### src/rtl/pmt_pkg.sv
package pmt_pkg;
  // Word addresses of the register file; byte offset is four times these.
  localparam int ADR_FLAGS = 0;
  localparam int ADR_CTRL  = 1;
  localparam int ADR_TC    = 2;
  localparam int ADR_PR    = 3;
  localparam int ADR_PC    = 4;
  localparam int ADR_MR0   = 6;
  localparam int ADR_CAP   = 11;

  // Control register bit positions.
  localparam int CTRL_RUN = 0;
  localparam int CTRL_CLR = 1;
endpackage

### src/rtl/pmt_rst_sync.sv
module pmt_rst_sync (
  input  logic clk,
  input  logic rst_n_async,
  output logic rst_n_sync
);
  logic [1:0] stage_q;

  always_ff @(posedge clk or negedge rst_n_async) begin
    if (!rst_n_async) stage_q <= 2'b00;
    else              stage_q <= {stage_q[0], 1'b1};
  end

  assign rst_n_sync = stage_q[1];
endmodule

### src/rtl/pmt_count_core.sv
module pmt_count_core #(
  parameter int CNT_W = 16
) (
  input  logic             clk,
  input  logic             rst_n,
  input  logic             run,
  input  logic             clr,
  input  logic [CNT_W-1:0] limit,
  input  logic             tc_ld,
  input  logic             pc_ld,
  input  logic [CNT_W-1:0] ld_val,
  output logic [CNT_W-1:0] tc,
  output logic [CNT_W-1:0] pc,
  output logic             step
);
  logic [CNT_W-1:0] tc_q, tc_d, pc_q, pc_d;
  logic             at_limit;

  assign at_limit = (pc_q == limit);
  assign step     = run && !clr && !tc_ld && at_limit;

  always_comb begin
    tc_d = tc_q;
    pc_d = pc_q;
    if (clr) begin
      tc_d = '0;
      pc_d = '0;
    end else begin
      if (tc_ld)                tc_d = ld_val;
      else if (run && at_limit) tc_d = tc_q + 1'b1;
      if (pc_ld)                pc_d = ld_val;
      else if (run)             pc_d = at_limit ? '0 : pc_q + 1'b1;
    end
  end

  always_ff @(posedge clk or negedge rst_n) begin
    if (!rst_n) begin
      tc_q <= '0;
      pc_q <= '0;
    end else begin
      tc_q <= tc_d;
      pc_q <= pc_d;
    end
  end

  assign tc = tc_q;
  assign pc = pc_q;

  assert_tick_advance_R2: assert property (@(posedge clk) disable iff (!rst_n)
    (run && !clr && !tc_ld && pc_q == limit) |=> (tc_q == CNT_W'($past(tc_q) + 1'b1)));

  assert_tick_wait_R2: assert property (@(posedge clk) disable iff (!rst_n)
    (run && !clr && !tc_ld && pc_q != limit) |=> $stable(tc_q));

  assert_clear_zero_R3: assert property (@(posedge clk) disable iff (!rst_n)
    clr |=> (tc_q == '0 && pc_q == '0));

  assert_idle_hold_R4: assert property (@(posedge clk) disable iff (!rst_n)
    (!run && !clr && !tc_ld && !pc_ld) |=> ($stable(tc_q) && $stable(pc_q)));
endmodule

### src/rtl/pmt_capture.sv
module pmt_capture #(
  parameter int CNT_W = 16
) (
  input  logic             clk,
  input  logic             rst_n,
  input  logic             cap_in,
  input  logic [CNT_W-1:0] tc,
  output logic [CNT_W-1:0] cap_val,
  output logic             hit
);
  logic [2:0]       sync_q, sync_d;
  logic [CNT_W-1:0] cap_q, cap_d;

  assign hit = sync_q[1] && !sync_q[2];

  always_comb begin
    sync_d = {sync_q[1:0], cap_in};
    cap_d  = hit ? tc : cap_q;
  end

  always_ff @(posedge clk or negedge rst_n) begin
    if (!rst_n) begin
      sync_q <= '0;
      cap_q  <= '0;
    end else begin
      sync_q <= sync_d;
      cap_q  <= cap_d;
    end
  end

  assign cap_val = cap_q;

  assert_capture_take_R8: assert property (@(posedge clk) disable iff (!rst_n)
    hit |=> (cap_q == $past(tc)));

  assert_capture_keep_R8: assert property (@(posedge clk) disable iff (!rst_n)
    !hit |=> $stable(cap_q));
endmodule

### src/rtl/prescaled_match_timer.sv
module prescaled_match_timer #(
  parameter int CNT_W     = 16,
  parameter int NUM_MATCH = 4,
  parameter int DATA_W    = 32,
  parameter int ADDR_W    = 4
) (
  input  logic              clk,
  input  logic              rst_n,
  input  logic              wr_en,
  input  logic [ADDR_W-1:0] addr,
  input  logic [DATA_W-1:0] wdata,
  output logic [DATA_W-1:0] rdata,
  input  logic              cap_in,
  output logic              irq
);
  import pmt_pkg::*;

  localparam int NFLAG   = NUM_MATCH + 1;
  localparam int CAP_BIT = NUM_MATCH;

  logic             rst_s;
  logic             run_q, run_d, clr_q, clr_d;
  logic [CNT_W-1:0] pr_q, pr_d;
  logic [CNT_W-1:0] mr_q [NUM_MATCH];
  logic [CNT_W-1:0] mr_d [NUM_MATCH];
  logic [NFLAG-1:0] flags_q, flags_d, evt, clr_mask;
  logic [CNT_W-1:0] tc, pc, cap_val, tc_next;
  logic             step, cap_hit;
  logic             wr_flags, wr_ctrl, wr_tc, wr_pr, wr_pc;
  logic [CNT_W-1:0] wval;
  logic             unused_hi;

  assign wval      = wdata[CNT_W-1:0];
  assign unused_hi = ^wdata[DATA_W-1:CNT_W];

  assign wr_flags = wr_en && (addr == ADDR_W'(ADR_FLAGS));
  assign wr_ctrl  = wr_en && (addr == ADDR_W'(ADR_CTRL));
  assign wr_tc    = wr_en && (addr == ADDR_W'(ADR_TC));
  assign wr_pr    = wr_en && (addr == ADDR_W'(ADR_PR));
  assign wr_pc    = wr_en && (addr == ADDR_W'(ADR_PC));

  pmt_rst_sync u_rst (
    .clk        (clk),
    .rst_n_async(rst_n),
    .rst_n_sync (rst_s)
  );

  pmt_count_core #(.CNT_W(CNT_W)) u_core (
    .clk   (clk),
    .rst_n (rst_s),
    .run   (run_q),
    .clr   (clr_q),
    .limit (pr_q),
    .tc_ld (wr_tc),
    .pc_ld (wr_pc),
    .ld_val(wval),
    .tc    (tc),
    .pc    (pc),
    .step  (step)
  );

  pmt_capture #(.CNT_W(CNT_W)) u_cap (
    .clk    (clk),
    .rst_n  (rst_s),
    .cap_in (cap_in),
    .tc     (tc),
    .cap_val(cap_val),
    .hit    (cap_hit)
  );

  assign tc_next = tc + 1'b1;

  // Compare channels: event when a counting step lands on the compare value.
  for (genvar i = 0; i < NUM_MATCH; i++) begin : g_match
    assign evt[i]  = step && (tc_next == mr_q[i]);
    assign mr_d[i] = (wr_en && addr == ADDR_W'(ADR_MR0 + i)) ? wval : mr_q[i];

    always_ff @(posedge clk or negedge rst_s) begin
      if (!rst_s) mr_q[i] <= '0;
      else        mr_q[i] <= mr_d[i];
    end

    assert_match_flag_R6: assert property (@(posedge clk) disable iff (!rst_s)
      $rose(flags_q[i]) |-> (tc == $past(mr_q[i])));
  end

  assign evt[CAP_BIT] = cap_hit;
  assign clr_mask     = wr_flags ? wdata[NFLAG-1:0] : '0;

  always_comb begin
    flags_d = (flags_q & ~clr_mask) | evt;
    run_d   = wr_ctrl ? wdata[CTRL_RUN] : run_q;
    clr_d   = wr_ctrl ? wdata[CTRL_CLR] : clr_q;
    pr_d    = wr_pr   ? wval            : pr_q;
  end

  always_ff @(posedge clk or negedge rst_s) begin
    if (!rst_s) begin
      flags_q <= '0;
      run_q   <= 1'b0;
      clr_q   <= 1'b0;
      pr_q    <= '0;
    end else begin
      flags_q <= flags_d;
      run_q   <= run_d;
      clr_q   <= clr_d;
      pr_q    <= pr_d;
    end
  end

  always_comb begin
    rdata = '0;
    if (addr == ADDR_W'(ADR_FLAGS)) rdata = DATA_W'(flags_q);
    if (addr == ADDR_W'(ADR_CTRL))  rdata = DATA_W'({clr_q, run_q});
    if (addr == ADDR_W'(ADR_TC))    rdata = DATA_W'(tc);
    if (addr == ADDR_W'(ADR_PR))    rdata = DATA_W'(pr_q);
    if (addr == ADDR_W'(ADR_PC))    rdata = DATA_W'(pc);
    if (addr == ADDR_W'(ADR_CAP))   rdata = DATA_W'(cap_val);
    for (int i = 0; i < NUM_MATCH; i++) begin
      if (addr == ADDR_W'(ADR_MR0 + i)) rdata = DATA_W'(mr_q[i]);
    end
  end

  assign irq = |flags_q;

  for (genvar f = 0; f < NFLAG; f++) begin : g_sticky
    assert_flag_sticky_R7: assert property (@(posedge clk) disable iff (!rst_s)
      (flags_q[f] && !(wr_flags && wdata[f])) |=> flags_q[f]);
    assert_event_wins_R7: assert property (@(posedge clk) disable iff (!rst_s)
      evt[f] |=> flags_q[f]);
  end

  assert_capture_flag_R8: assert property (@(posedge clk) disable iff (!rst_s)
    cap_hit |=> flags_q[CAP_BIT]);

  assert_wrap_silent_R5: assert property (@(posedge clk) disable iff (!rst_s)
    (step && tc == '1 && !evt[0] && !evt[1] && !evt[2] && !evt[3] && !cap_hit
     && !flags_q[0] && !flags_q[1] && !flags_q[2] && !flags_q[3] && !flags_q[CAP_BIT])
    |=> !irq);
endmodule

### config.mk
export PLATFORM = sky130hd
export DESIGN_NAME = prescaled_match_timer
export DESIGN_NICKNAME = d
export VERILOG_FILES = /design/src/rtl/pmt_pkg.sv /design/src/rtl/pmt_rst_sync.sv /design/src/rtl/pmt_count_core.sv /design/src/rtl/pmt_capture.sv /design/src/rtl/prescaled_match_timer.sv
export SDC_FILE = /design/constraint.sdc
export NUM_CORES = 1
export LEC_CHECK = 0
export BUFFER_PORTS_ARGS = -buffer_cell sky130_fd_sc_hd__buf_2
export CORE_MARGIN = 2
export CORE_UTILIZATION = 58
export DETAILED_ROUTE_END_ITERATION = 8
export GPL_TIMING_DRIVEN = 0
export HOLD_SLACK_MARGIN = 0.06
export PLACE_DENSITY = 0.77
export SETUP_SLACK_MARGIN = 0.5
export SYNTH_ARGS = -nofsm -noshare
export SYNTH_HDL_FRONTEND = slang
export SYNTH_SLANG_ARGS = --single-unit
### constraint.sdc
create_clock -name clk -period 5.31 [get_ports clk]
set_input_delay 1.062 -clock clk [delete_from_list [all_inputs] [get_ports clk]]
set_output_delay 1.062 -clock clk [all_outputs]
set_load 0.02 [all_outputs]
Yosys cells after proc, flatten, opt, wreduce, memory -nomap -nowiden
Index checks and enable logic that the tools add are counted.

operators by class
  add/sub/neg operators = 2
  $mul = 0
  divide/modulo/power cells = 0
  magnitude comparators = 0
  eq/ne operators = 14
  shifts and indexed selects = 0
  mux-type cells = 18
  bitwise logic cells = 3
  reductions and logical operators = 25

operator list
  kind                     count
  $mux W16                 11
  $mux W32                 4
  $eq A16 B16 Y1           5
  $add A16 B1 Y16 const B  2
  $logic_and A1 B1 Y1      18
  $mux W5                  3
  $eq A4 B3 Y1 const B     3
  $eq A4 B4 Y1 const B     3
  $eq A4 B2 Y1 const B     2
  $reduce_bool A3 Y1       2
  $and A5 B5 Y5            1
  $not A5 Y5               1
  $or A5 B5 Y5             1
  $reduce_or A5 Y1         1
  $eq A4 B1 Y1 const B     1
  $logic_not A4 Y1         1
  $logic_not A1 Y1         3

word-level totals
  register bits = 140
  bits in latches = 0
  bits in writable memories = 0
  memory bits (read-only) = 0
  bits of input ports = 40
  output and inout bits = 33
  word-level logic and storage cells = 75
  memories = 0

Logic depth before layout (Yosys ltp)
Gate-level depths: netlist (run 1).

  word-level depth = 11
  mapped depth = 10

Hierarchy
From an unflattened synthesis (run 1), not the netlist that was laid out.

second synthesis, totals
  cells, all modules = 949
  area total of the unflattened synthesis = 9303.9 um2

modules (own cells, without submodules)
  module                 instances  cells an instance  area each (um2)
  prescaled_match_timer  1          621                6147.1
  pmt_count_core         1          287                2368.5
  pmt_capture            1          38                 734.5
  pmt_rst_sync           1          3                  53.8

Worst setup path before layout (run 1)
OpenSTA, ideal clock, no wires.

  path type = input to output
  start point = input port addr[2]
  end point = output port rdata[13]
  arrival time = 2.868 ns
  setup slack = 1.380 ns
  stages on the path = 8
  buffers on the path = 3
  path through = clkbuf_1 nor2b_1 and3_1 clkbuf_1 clkbuf_1 nand2_1 o311a_1 a21oi_1

on the way
  cells in the longest elaborated chain, start to end = 9

RTL lines
  what                   RTL line                      text
  start: declaration     prescaled_match_timer.sv:10   input logic [ADDR_W-1:0] addr,
  $eq A4 B2 Y1           prescaled_match_timer.sv:115  if (addr == ADDR_W'(ADR_TC)) rdata = DATA_W'(tc);
  $mux W16               prescaled_match_timer.sv:115
  $mux W16               prescaled_match_timer.sv:116  if (addr == ADDR_W'(ADR_PR)) rdata = DATA_W'(pr_q);
  $mux W16               prescaled_match_timer.sv:117  if (addr == ADDR_W'(ADR_PC)) rdata = DATA_W'(pc);
  $mux W16               prescaled_match_timer.sv:118  if (addr == ADDR_W'(ADR_CAP)) rdata = DATA_W'(cap_val);
  $mux W32 (3 in a row)  prescaled_match_timer.sv:120  if (addr == ADDR_W'(ADR_MR0 + i)) rdata = DATA_W'(mr_q[i]);
  $mux W32 *             prescaled_match_timer.sv:120
  end: declaration       prescaled_match_timer.sv:12   output logic [DATA_W-1:0] rdata,

Mark *: on every way between the ends. The rest lies on a longest branch, timed or not.

Worst setup path in the final report (run 1)
  start point = input port addr[2]
  end point = output port rdata[8]

The elaborated chain is that of the path after synthesis.

==> results.py, run 1 <==
metrics = {
    "status": {
        "status": "finished, final reports clean",
    },
    "drt": {
        "via_per_inst": 6.73,
        "first_iter_violations": 1208,
        "ant_nets": 0,
        "wl_um": 31300,
        "post_drt_wl_per_cell_um": 24.9,
        "vias": 8465,
        "route.detailed.drc": 0,
        "firstDrtPassIters": 7,
    },
    "timing": {
        "finalHoldViolations": 0,
        "rsz0062_at_grt": "false",
        "fin_crit_ns": 4.72,
        "setup_tns_ns": 0,
        "fin_skew_ns": 0.0105,
        "setup_viol": 0,
        "drv_slew": 0,
        "slew_headroom": 0.222,
        "fin_crit_sh": 0.889,
        "worstMarginPinSlew_ns": 1.16,
        "max_freq_mhz": 212,
        "fin_hold_ws_ns": 0.271,
    },
    "finish": {
        "fillers": 1300,
        "layoutNonFillerInstCount": 1257,
        "n_antenna_cell": 0,
        "final_nets": 1070,
        "syn2layout_area_growth_pct": 12.7,
        "design_area_um2": 10400,
        "drive_above_1_share": 0.207,
    },
    "clocking": {
        "postCtsSetupRepairBufs": 0,
        "cts.htree.levels": 4,
        "cts_resized": 0,
        "cts_buffers": 17,
        "path_clk_slew_ns": 0.06,
        "cts_tree": "yes",
        "clk_latency_ns": 0.44,
        "clock-root-buffer": "clkbuf_16",
        "cts_hold_buf": 0,
        "clock_sinks": 140,
        "cts_buffer_depth": 2,
    },
    "yosys": {
        "synth_cell_type_count": 66,
        "ys_seq_elements": 140,
        "synth-simple-area-share": 0.157,
        "ys_seq_area_frac": 0.379,
        "synth_top_family_by_area": "simple AND/OR/NAND/NOR gates",
        "synth_area_leaders": "dfrtp_1 38%, mux2_2 12%, xnor2_1 6.4%",
        "synth_top_area_frac": 0.379,
        "synth_area_um2": 9250,
        "synth_xor_xnor_area_share": 0.111,
        "syn_inst": 955,
        "synth.avg_cell_area_um2": 9.69,
        "yosys.area_share.adder": 0.00270,
        "synthMuxAreaShare": 0.146,
        "yosys.area.top_type": "dfrtp_1",
        "ys.flop_type": "dfrtp_1",
        "synth.most_common_cell": "dfrtp_1",
        "synthArstFlopShare": 1.00,
        "synth_compound_area_frac": 0.145,
        "ys.warnings.count": 0,
        "synth_edf_count": 0,
        "synth_common_cells": "140 x dfrtp_1, 95 x mux2_2, 71 x nand2_1",
    },
    "placed_design": {
        "hpwl_um": 22900,
        "port_buffers": 37,
        "placed_cells": 1225,
        "place_congestion": 0.990,
        "place_area_um2": 9810,
    },
    "grt": {
        "grt_pass1_wl_um": 47500,
        "gr-usage-all-layers": 0.384,
        "overflow": 0,
        "grt_max_degree": 68,
        "grt_pass1_vias": 8033,
        "antenna_found_initial": 0,
    },
    "worst_setup_path": {
        "path_max_fanout": 10,
        "cp.required_ns": 4.25,
        "critPathTopFamily": "buffers and inverters",
        "crit_type": "in -> out",
        "worstSetupStartpointType": "input port",
        "critPathArrivalTime_ns": 3.66,
        "crit_buf_inv": 5,
        "end_kind": "primary output",
        "critPathMaxStageDelay_ns": 0.43,
        "path_cells": "buf_2 -> clkbuf_1 -> nor2b_1 -> and3_1 -> clkbuf_1 -> clkbuf_2 -> a32oi_1 -> o221ai_1 -> o31a_1 -> buf_2",
        "cpMaxStageDelayCell": "nor2b_1",
    },
    "power": {
        "p_clk_frac": 0.335,
        "comb_power_share": 0.269,
        "swShare": 0.348,
        "p_int_mw": 2.45,
        "power_mw": 3.76,
        "leakage_nw": 4.29,
        "power_frac_seq": 0.395,
        "p_switching_mw": 1.31,
        "powerDensity_nw_per_um2": 360,
        "peakVddDrop_v": 0.000356,
    },
    "die": {
        "initial_utilization": 0.589,
        "die_w_um": 130,
        "core_area_um2": 15700,
        "die-area_um2": 17000,
        "die_h_um": 130,
        "fp-row-count": 46,
        "ios": 73,
    },
    "hold_path": {
        "min_path_type": "reg -> async",
    },
    "run": {
        "maxCapViolCount": 0,
    },
}
## sequential cells by signal (all words and copies together), names as in the netlist
name	cells
u_cap.sync_q	3
clr_q	1
pr_q	16
u_core.pc	16
u_core.tc	16
mr_q	64
u_rst.stage_q	2
run_q	1
flags_q	5
u_cap.cap_val	16
## power groups by stage
stage | sequential (mW) | combinational [mW] | clock (mW)
after floorplan | 1.42 | 0.710 | 0
after global placement | 1.50 | 0.943 | 0
after detailed placement | 1.49 | 0.980 | 0
after CTS | 1.47 | 0.990 | 1.26
after global routing | 1.50 | 1.08 | 1.30
final | 1.49 | 1.01 | 1.26
## metrics by stage
| step | util | worst slack [ns] |
|---|---|---|
| finish | 0.664 | 0.587 |
| global route | 0.664 | 0.493 |
| CTS | 0.664 | 0.533 |
| detailed placement | 0.625 | 0.548 |
| global placement | 0.621 | -0.613 |
| floorplan | - | 1.12 |
## layer usage
| metal | track usage | up-vias | part of all wire |
|---|---|---|---|
| met4 | 0.201 | 0 | 0.051 |
| met3 | 0.100 | 128 | 0.11 |
| met1 | 0.509 | 4102 | 0.38 |
| met5 | 0 | - | 0 |
| met2 | 0.582 | 618 | 0.45 |
| li1 | - | 3617 | - |
## layout make-up
| cell class | count | area (um2) | area share |
|---|---|---|---|
| buffer | 99 | 493 | 0.0473 |
| clock buffer | 19 | 433 | 0.0415 |
| clock inverter | 13 | 179 | 0.0172 |
| inverter | 14 | 52.6 | 0.00504 |
| multi-input combinational | 717 | 5260 | 0.505 |
| sequential | 140 | 3510 | 0.336 |
| tap | 216 | 270 | 0.0259 |
| timing repair buffer | 39 | 233 | 0.0223 |
## kinds of logic after synthesis
group	after synthesis
compound gates	190
xor+xnor	105
fa+ha+maj	2
buf+inv	113
flops	140
mux	120
other cells	2
simple gates	283
## final timing paths
kind | from | end | slack (ns) | cells after the start
worst min-delay path | u_rst.stage_q[1]$_DFF_PN0_ | u_core.pc[12]$_DFFE_PN0P_ | 0.27 | 0
worst max-delay path | addr[2] | rdata[8] | 0.59 | 10
max in group asynchronous | u_rst.stage_q[1]$_DFF_PN0_ | u_core.tc[8]$_DFFE_PN0P_ | 4.34 | 1
min in group clk | u_rst.stage_q[0]$_DFF_PN0_ | u_rst.stage_q[1]$_DFF_PN0_ | 0.35 | 0
worst max register to register | u_core.pc[0]$_DFFE_PN0P_ | u_core.tc[5]$_DFFE_PN0P_ | 1.68 | 8
worst min register to register | u_rst.stage_q[1]$_DFF_PN0_ | u_core.pc[12]$_DFFE_PN0P_ | 0.27 | 0
## layout by cell type, fill, tap and decap left out, types with 7 or more instances in the layout
master | synthesis | layout
dfrtp_1 | 140 | 139
mux2_2 | 95 | 95
nand2_1 | 71 | 71
xnor2_1 | 68 | 68
nor2_1 | 67 | 67
clkbuf_1 | 56 | 55
buf_2 | 10 | 47
o21ai_0 | 36 | 36
a21oi_1 | 36 | 36
nand3_1 | 29 | 29
xor2_1 | 29 | 29
nand4_1 | 23 | 23
mux2i_1 | 22 | 22
buf_4 | 18 | 18
a211oi_1 | 18 | 18
conb_1 | 2 | 17
clkbuf_16 | 0 | 17
a31oi_1 | 15 | 15
inv_1 | 14 | 14
nand2b_1 | 14 | 14
nor3_1 | 13 | 13
and3_1 | 12 | 12
a221oi_1 | 12 | 12
buf_1 | 10 | 10
nor2b_1 | 9 | 9
and4_1 | 7 | 7
a32oi_1 | 7 | 7
a311oi_1 | 7 | 7
Note: power is estimated with default switching activity, not from simulation.
==> inputs of run 2 (changes only) <==
GPL_TIMING_DRIVEN = not set   (was 0)
==> run 2 against run 1 <==
Hold slack improved by 0.030 ns; sequential share of layout area increased by 1.5 points; non-clock buffer count decreased by 85; combinational power fell by 14%; clock power is 8% lower; sequential cell count unchanged; largest cell class unchanged; critical endpoint is now rdata[6]; count of clock-buffer cells in the layout rose by 4; global-route usage fell by 4.4 points; routed wire length down 12%; largest power group unchanged; die area stayed put; sequential power rose by 3%.
==> results.py, run 2 (synthesized netlist as in run 1, its figures left out) <==
metrics = {
    "timing": {
        "rsz0062_at_grt": "false",
        "setup_viol": 0,
        "worst_slack_ns": 0.854,
        "max_freq_mhz": 224,
        "slew_headroom": 0.221,
        "setup_tns_ns": 0,
        "fin_skew_ns": 0.0102,
        "worstMarginPinSlew_ns": 1.16,
        "fin_crit_ns": 4.46,
        "fin_crit_sh": 0.839,
        "finalHoldViolations": 0,
        "fin_hold_ws_ns": 0.301,
        "drv_slew": 0,
    },
    "die": {
        "die-area_um2": 17000,
        "fp-row-count": 46,
        "core_area_um2": 15700,
        "ios": 73,
        "initial_utilization": 0.589,
        "die_w_um": 130,
        "die_h_um": 130,
    },
    "drt": {
        "post_drt_wl_per_cell_um": 23.4,
        "ant_nets": 0,
        "route.detailed.drc": 0,
        "first_iter_violations": 872,
        "via_per_inst": 6.68,
        "wl_um": 27400,
        "firstDrtPassIters": 8,
        "vias": 7833,
    },
    "worst_setup_path": {
        "worstSetupStartpointType": "input port",
        "cp.required_ns": 4.25,
        "r2r_setup_slack_ns": 1.64,
        "path_max_fanout": 29,
        "crit_type": "in -> out",
        "reg2reg_to": "flags_q[0]$_DFF_PN0_",
        "critPathArrivalTime_ns": 3.39,
        "end_kind": "primary output",
        "r2r_cells": 7,
        "rr_startpoint": "u_core.tc[0]$_DFFE_PN0P_",
    },
    "finish": {
        "drive_above_1_share": 0.202,
        "layoutNonFillerInstCount": 1172,
        "syn2layout_area_growth_pct": 7.79,
        "largest_register": "mr_q",
        "final_common_cell": "dfrtp_1",
        "n_antenna_cell": 0,
        "largest_register_ff_count": 64,
        "design_area_um2": 9970,
        "fillers": 1272,
        "final_nets": 985,
        "layout_common_cells": "139 x dfrtp_1, 95 x mux2_2, 71 x nand2_1",
        "regArea_um2": 3510,
        "multiInputGateArea_um2": 5270,
        "final_util": 0.635,
    },
    "grt": {
        "overflow": 0,
        "antenna_found_initial": 0,
        "grt_max_degree": 55,
        "gr-usage-all-layers": 0.339,
        "grt_pass1_wl_um": 42900,
        "grt_pass1_vias": 7476,
    },
    "run": {
        "maxCapViolCount": 0,
    },
    "clocking": {
        "postCtsSetupRepairBufs": 0,
        "cts_buffers": 17,
        "cts_hold_buf": 0,
        "cts_resized": 0,
        "cts.htree.levels": 4,
        "cts_tree": "yes",
        "clk_latency_ns": 0.43,
        "clock-root-buffer": "clkbuf_16",
        "clock_sinks": 140,
        "cts_buffer_depth": 2,
        "path_clk_slew_ns": 0.06,
    },
    "hold_path": {
        "min_path_type": "reg -> async",
    },
    "placed_design": {
        "post-place-ws_ns": 0.977,
        "placed_cells": 1140,
        "hpwl_um": 19300,
        "place_congestion": 0.973,
        "port_buffers": 40,
        "place_area_um2": 9400,
    },
    "power": {
        "p_switching_mw": 1.21,
        "swShare": 0.338,
        "p_int_mw": 2.37,
        "comb_power_share": 0.244,
        "power_frac_seq": 0.431,
        "p_clk_frac": 0.325,
        "peakVddDrop_v": 0.000246,
        "power_mw": 3.57,
        "powerDensity_nw_per_um2": 358,
        "leakage_nw": 4.07,
    },
    "status": {
        "status": "finished, final reports clean",
    },
}
run 2: metal layers:
layer	part of all wire	routed length [um]	vias to the layer above	global-route usage
li1	-	-	3430	-
met1	0.40	10800	3830	0.463
met2	0.46	12600	483	0.519
met3	0.10	2860	90	0.0779
met4	0.040	1100	0	0.156
met5	0	0	-	0
run 2: layout make-up:
type / instances / area share
Tap cell: 216 / 0.0271
Clock buffer: 23 / 0.0489
Multi-Input combinational cell: 717 / 0.529
Timing Repair Buffer: 53 / 0.0299
Clock inverter: 9 / 0.00853
Sequential cell: 140 / 0.352
Inverter: 14 / 0.00527
run 2: how the worst max path moves through the flow:
stage               slack [ns]  cells past startpoint                end                       start
CTS                       0.96                      8           rdata[6]                     addr[0]
global route              0.77                      9          rdata[10]                     addr[0]
floorplan                 1.12                      0  clr_q$_DFFE_PN0P_  u_rst.stage_q[1]$_DFF_PN0_
global placement          0.96                      9          rdata[10]                     addr[0]
finish                    0.85                      8           rdata[6]                     addr[0]
detailed placement        0.98                      8           rdata[6]                     addr[0]
run 2: worst max-delay path: stages:
cell,delay [ns]
buf_2,0.59
nand2_1,0.36
nor2_1,0.38
buf_4,0.26
a221oi_1,0.10
o311a_1,0.15
a21oi_1,0.25
buf_2,0.22
run 2: power by group through the flow:
stage | Combinational, mW | Sequential, mW | Clock (mW)
4_1_cts | 0.863 | 1.53 | 1.17
3_5_place_dp | 0.858 | 1.54 | 0
3_3_place_gp | 0.837 | 1.53 | 0
5_1_grt | 0.940 | 1.57 | 1.21
2_1_floorplan | 0.710 | 1.42 | 0
6_report | 0.872 | 1.54 | 1.16
==> inputs of run 3 (changes only) <==
clock period = 4.3 ns   (was 5.31 ns; I/O delays follow)
==> run 3 against run 2 <==
Cell count increased by 0.85%; clock skew about the same; combinational power increased by 25%; core utilization increased by 0.96 points; design area increased by 1.5%; non-clock buffer count increased by 10; critical endpoint is now rdata[11].
==> results.py, run 3 (synthesized netlist as in run 1, its figures left out) <==
metrics = {
    "worst_setup_path": {
        "cp.required_ns": 3.44,
        "path_cells": "buf_2 -> nor2_1 -> a32oi_1 -> nand4_1 -> o21ai_0 -> o21ai_0 -> buf_2",
        "crit_type": "in -> out",
        "critPathTopFamily": "simple AND/OR/NAND/NOR gates",
        "end_kind": "primary output",
        "cpMaxStageDelayCell": "nor2_1",
        "path_max_fanout": 17,
        "crit_buf_inv": 2,
        "worstSetupStartpointType": "input port",
        "critPathMaxStageDelay_ns": 0.93,
        "critPathArrivalTime_ns": 2.86,
    },
    "finish": {
        "n_antenna_cell": 0,
        "largest_register": "mr_q",
        "final_util": 0.644,
        "syn2layout_area_growth_pct": 9.43,
        "final_nets": 995,
        "drive_above_1_share": 0.210,
        "layout_common_cells": "139 x dfrtp_1, 95 x mux2_2, 71 x nand2_1",
        "largest_register_ff_count": 64,
        "final_common_cell": "dfrtp_1",
    },
    "drt": {
        "vias": 7906,
        "post_drt_wl_per_cell_um": 23.5,
        "firstDrtPassIters": 6,
        "first_iter_violations": 1055,
        "wl_um": 27700,
        "via_per_inst": 6.69,
        "ant_nets": 0,
        "route.detailed.drc": 0,
    },
    "grt": {
        "grtUsageMet1": 0.476,
        "overflow": 0,
        "grt_pass1_wl_um": 42700,
        "grt_pass1_vias": 7415,
        "use_met3": 0.0697,
        "grt.busiest_layer": "met2",
        "gr-usage-all-layers": 0.339,
        "grt_use_met2": 0.512,
        "grt_max_degree": 71,
        "antenna_found_initial": 0,
    },
    "clocking": {
        "postCtsSetupRepairBufs": 0,
        "cts_tree": "yes",
        "clock-root-buffer": "clkbuf_16",
        "clock_sinks": 140,
        "cts_buffers": 17,
        "clk_latency_ns": 0.44,
        "cts.htree.levels": 4,
        "path_clk_slew_ns": 0.06,
        "cts_resized": 0,
        "cts_hold_buf": 0,
        "cts_buffer_depth": 2,
    },
    "status": {
        "status": "finished, final reports clean",
    },
    "die": {
        "fp-row-count": 46,
        "ios": 73,
        "die-area_um2": 17000,
        "die_h_um": 130,
        "die_w_um": 130,
        "initial_utilization": 0.589,
        "core_area_um2": 15700,
    },
    "hold_path": {
        "min_path_type": "in -> async",
    },
    "timing": {
        "fin_crit_sh": 0.864,
        "fin_crit_ns": 3.72,
        "rsz0062_at_grt": "false",
        "worstMarginPinSlew_ns": 1.16,
        "slew_headroom": 0.224,
        "fin_skew_ns": 0.0102,
        "setup_tns_ns": 0,
        "drv_slew": 0,
        "setup_viol": 0,
        "worst_slack_ns": 0.584,
        "finalHoldViolations": 0,
        "max_freq_mhz": 269,
    },
    "power": {
        "leakage_nw": 4.16,
        "peakVddDrop_v": 0.000285,
        "powerDensity_nw_per_um2": 454,
    },
    "placed_design": {
        "hpwl_um": 19600,
        "port_buffers": 40,
        "place_congestion": 0.960,
        "post-place-ws_ns": 0.682,
    },
    "run": {
        "maxCapViolCount": 0,
    },
}
[run 3: cell count changes in the layout (fill, tap and decap cells not counted), moves of 2 or more]
cell / change
bufinv_16: +3
inv_6: -2
clkinv_4: +2
buf_4: +9
[run 3: final cells by class]
type                            count  area, um2
Sequential cell                   140       3510
Tap cell                          216        270
Timing Repair Buffer               63        385
Clock inverter                     10        163
Fill cell                        1237       5590
Inverter                           14       52.6
Clock buffer                       22        474
Multi-Input combinational cell    717       5270
[run 3: final timing paths]
check                      cells past startpoint                        from                    endpoint  slack (ns)
max                                            7                     addr[3]                   rdata[11]        0.58
min                                            1                       rst_n  u_rst.stage_q[0]$_DFF_PN0_        0.20
max reg2reg                                    8    u_core.tc[1]$_DFFE_PN0P_        flags_q[0]$_DFF_PN0_        0.82
min reg2reg                                    0  u_rst.stage_q[0]$_DFF_PN0_  u_rst.stage_q[1]$_DFF_PN0_        0.35
max in group asynchronous                      1  u_rst.stage_q[1]$_DFF_PN0_         mr_q[2]$_DFFE_PN0P_        2.95
min in group clk                               0  u_rst.stage_q[0]$_DFF_PN0_  u_rst.stage_q[1]$_DFF_PN0_        0.35
[run 3: metal layers]
metal / up-vias / share of wire
met5: - / 0
met4: 0 / 0.038
met3: 90 / 0.10
met2: 471 / 0.45
met1: 3879 / 0.41
li1: 3466 / -
[run 3: worst register-to-register path, stage by stage (launching register included)]
cell and delay [ns]:
dfrtp_1 0.53, ha_1 0.21, buf_4 0.15, and3_1 0.42, a21oi_1 0.11, a2111o_1 0.39, or4_1 0.52, or4_1 0.53
o41ai_2 0.48
[run 3: report_power, final]
group          internal [mW]  switching [mW]  leakage, nW
clock                   1.02           0.593        0.306
sequential              1.55           0.344         1.78
combinational          0.523           0.569         2.07
total                   3.09            1.51         4.16
[run 3: stage by stage]
| stage | instances | instance area (um2) | power, mW | hold WS (ns) |
|---|---|---|---|---|
| after floorplan | 970 | 9310 | 2.63 | 0.331 |
| after global placement | 1150 | 9490 | 2.93 | 0.333 |
| after detailed placement | 1150 | 9490 | 2.97 | 0.338 |
| after CTS | 1182 | 10100 | 4.56 | 0.192 |
| after global routing | 1182 | 10100 | 4.76 | 0.199 |
| final | 1182 | 10100 | 4.59 | 0.199 |
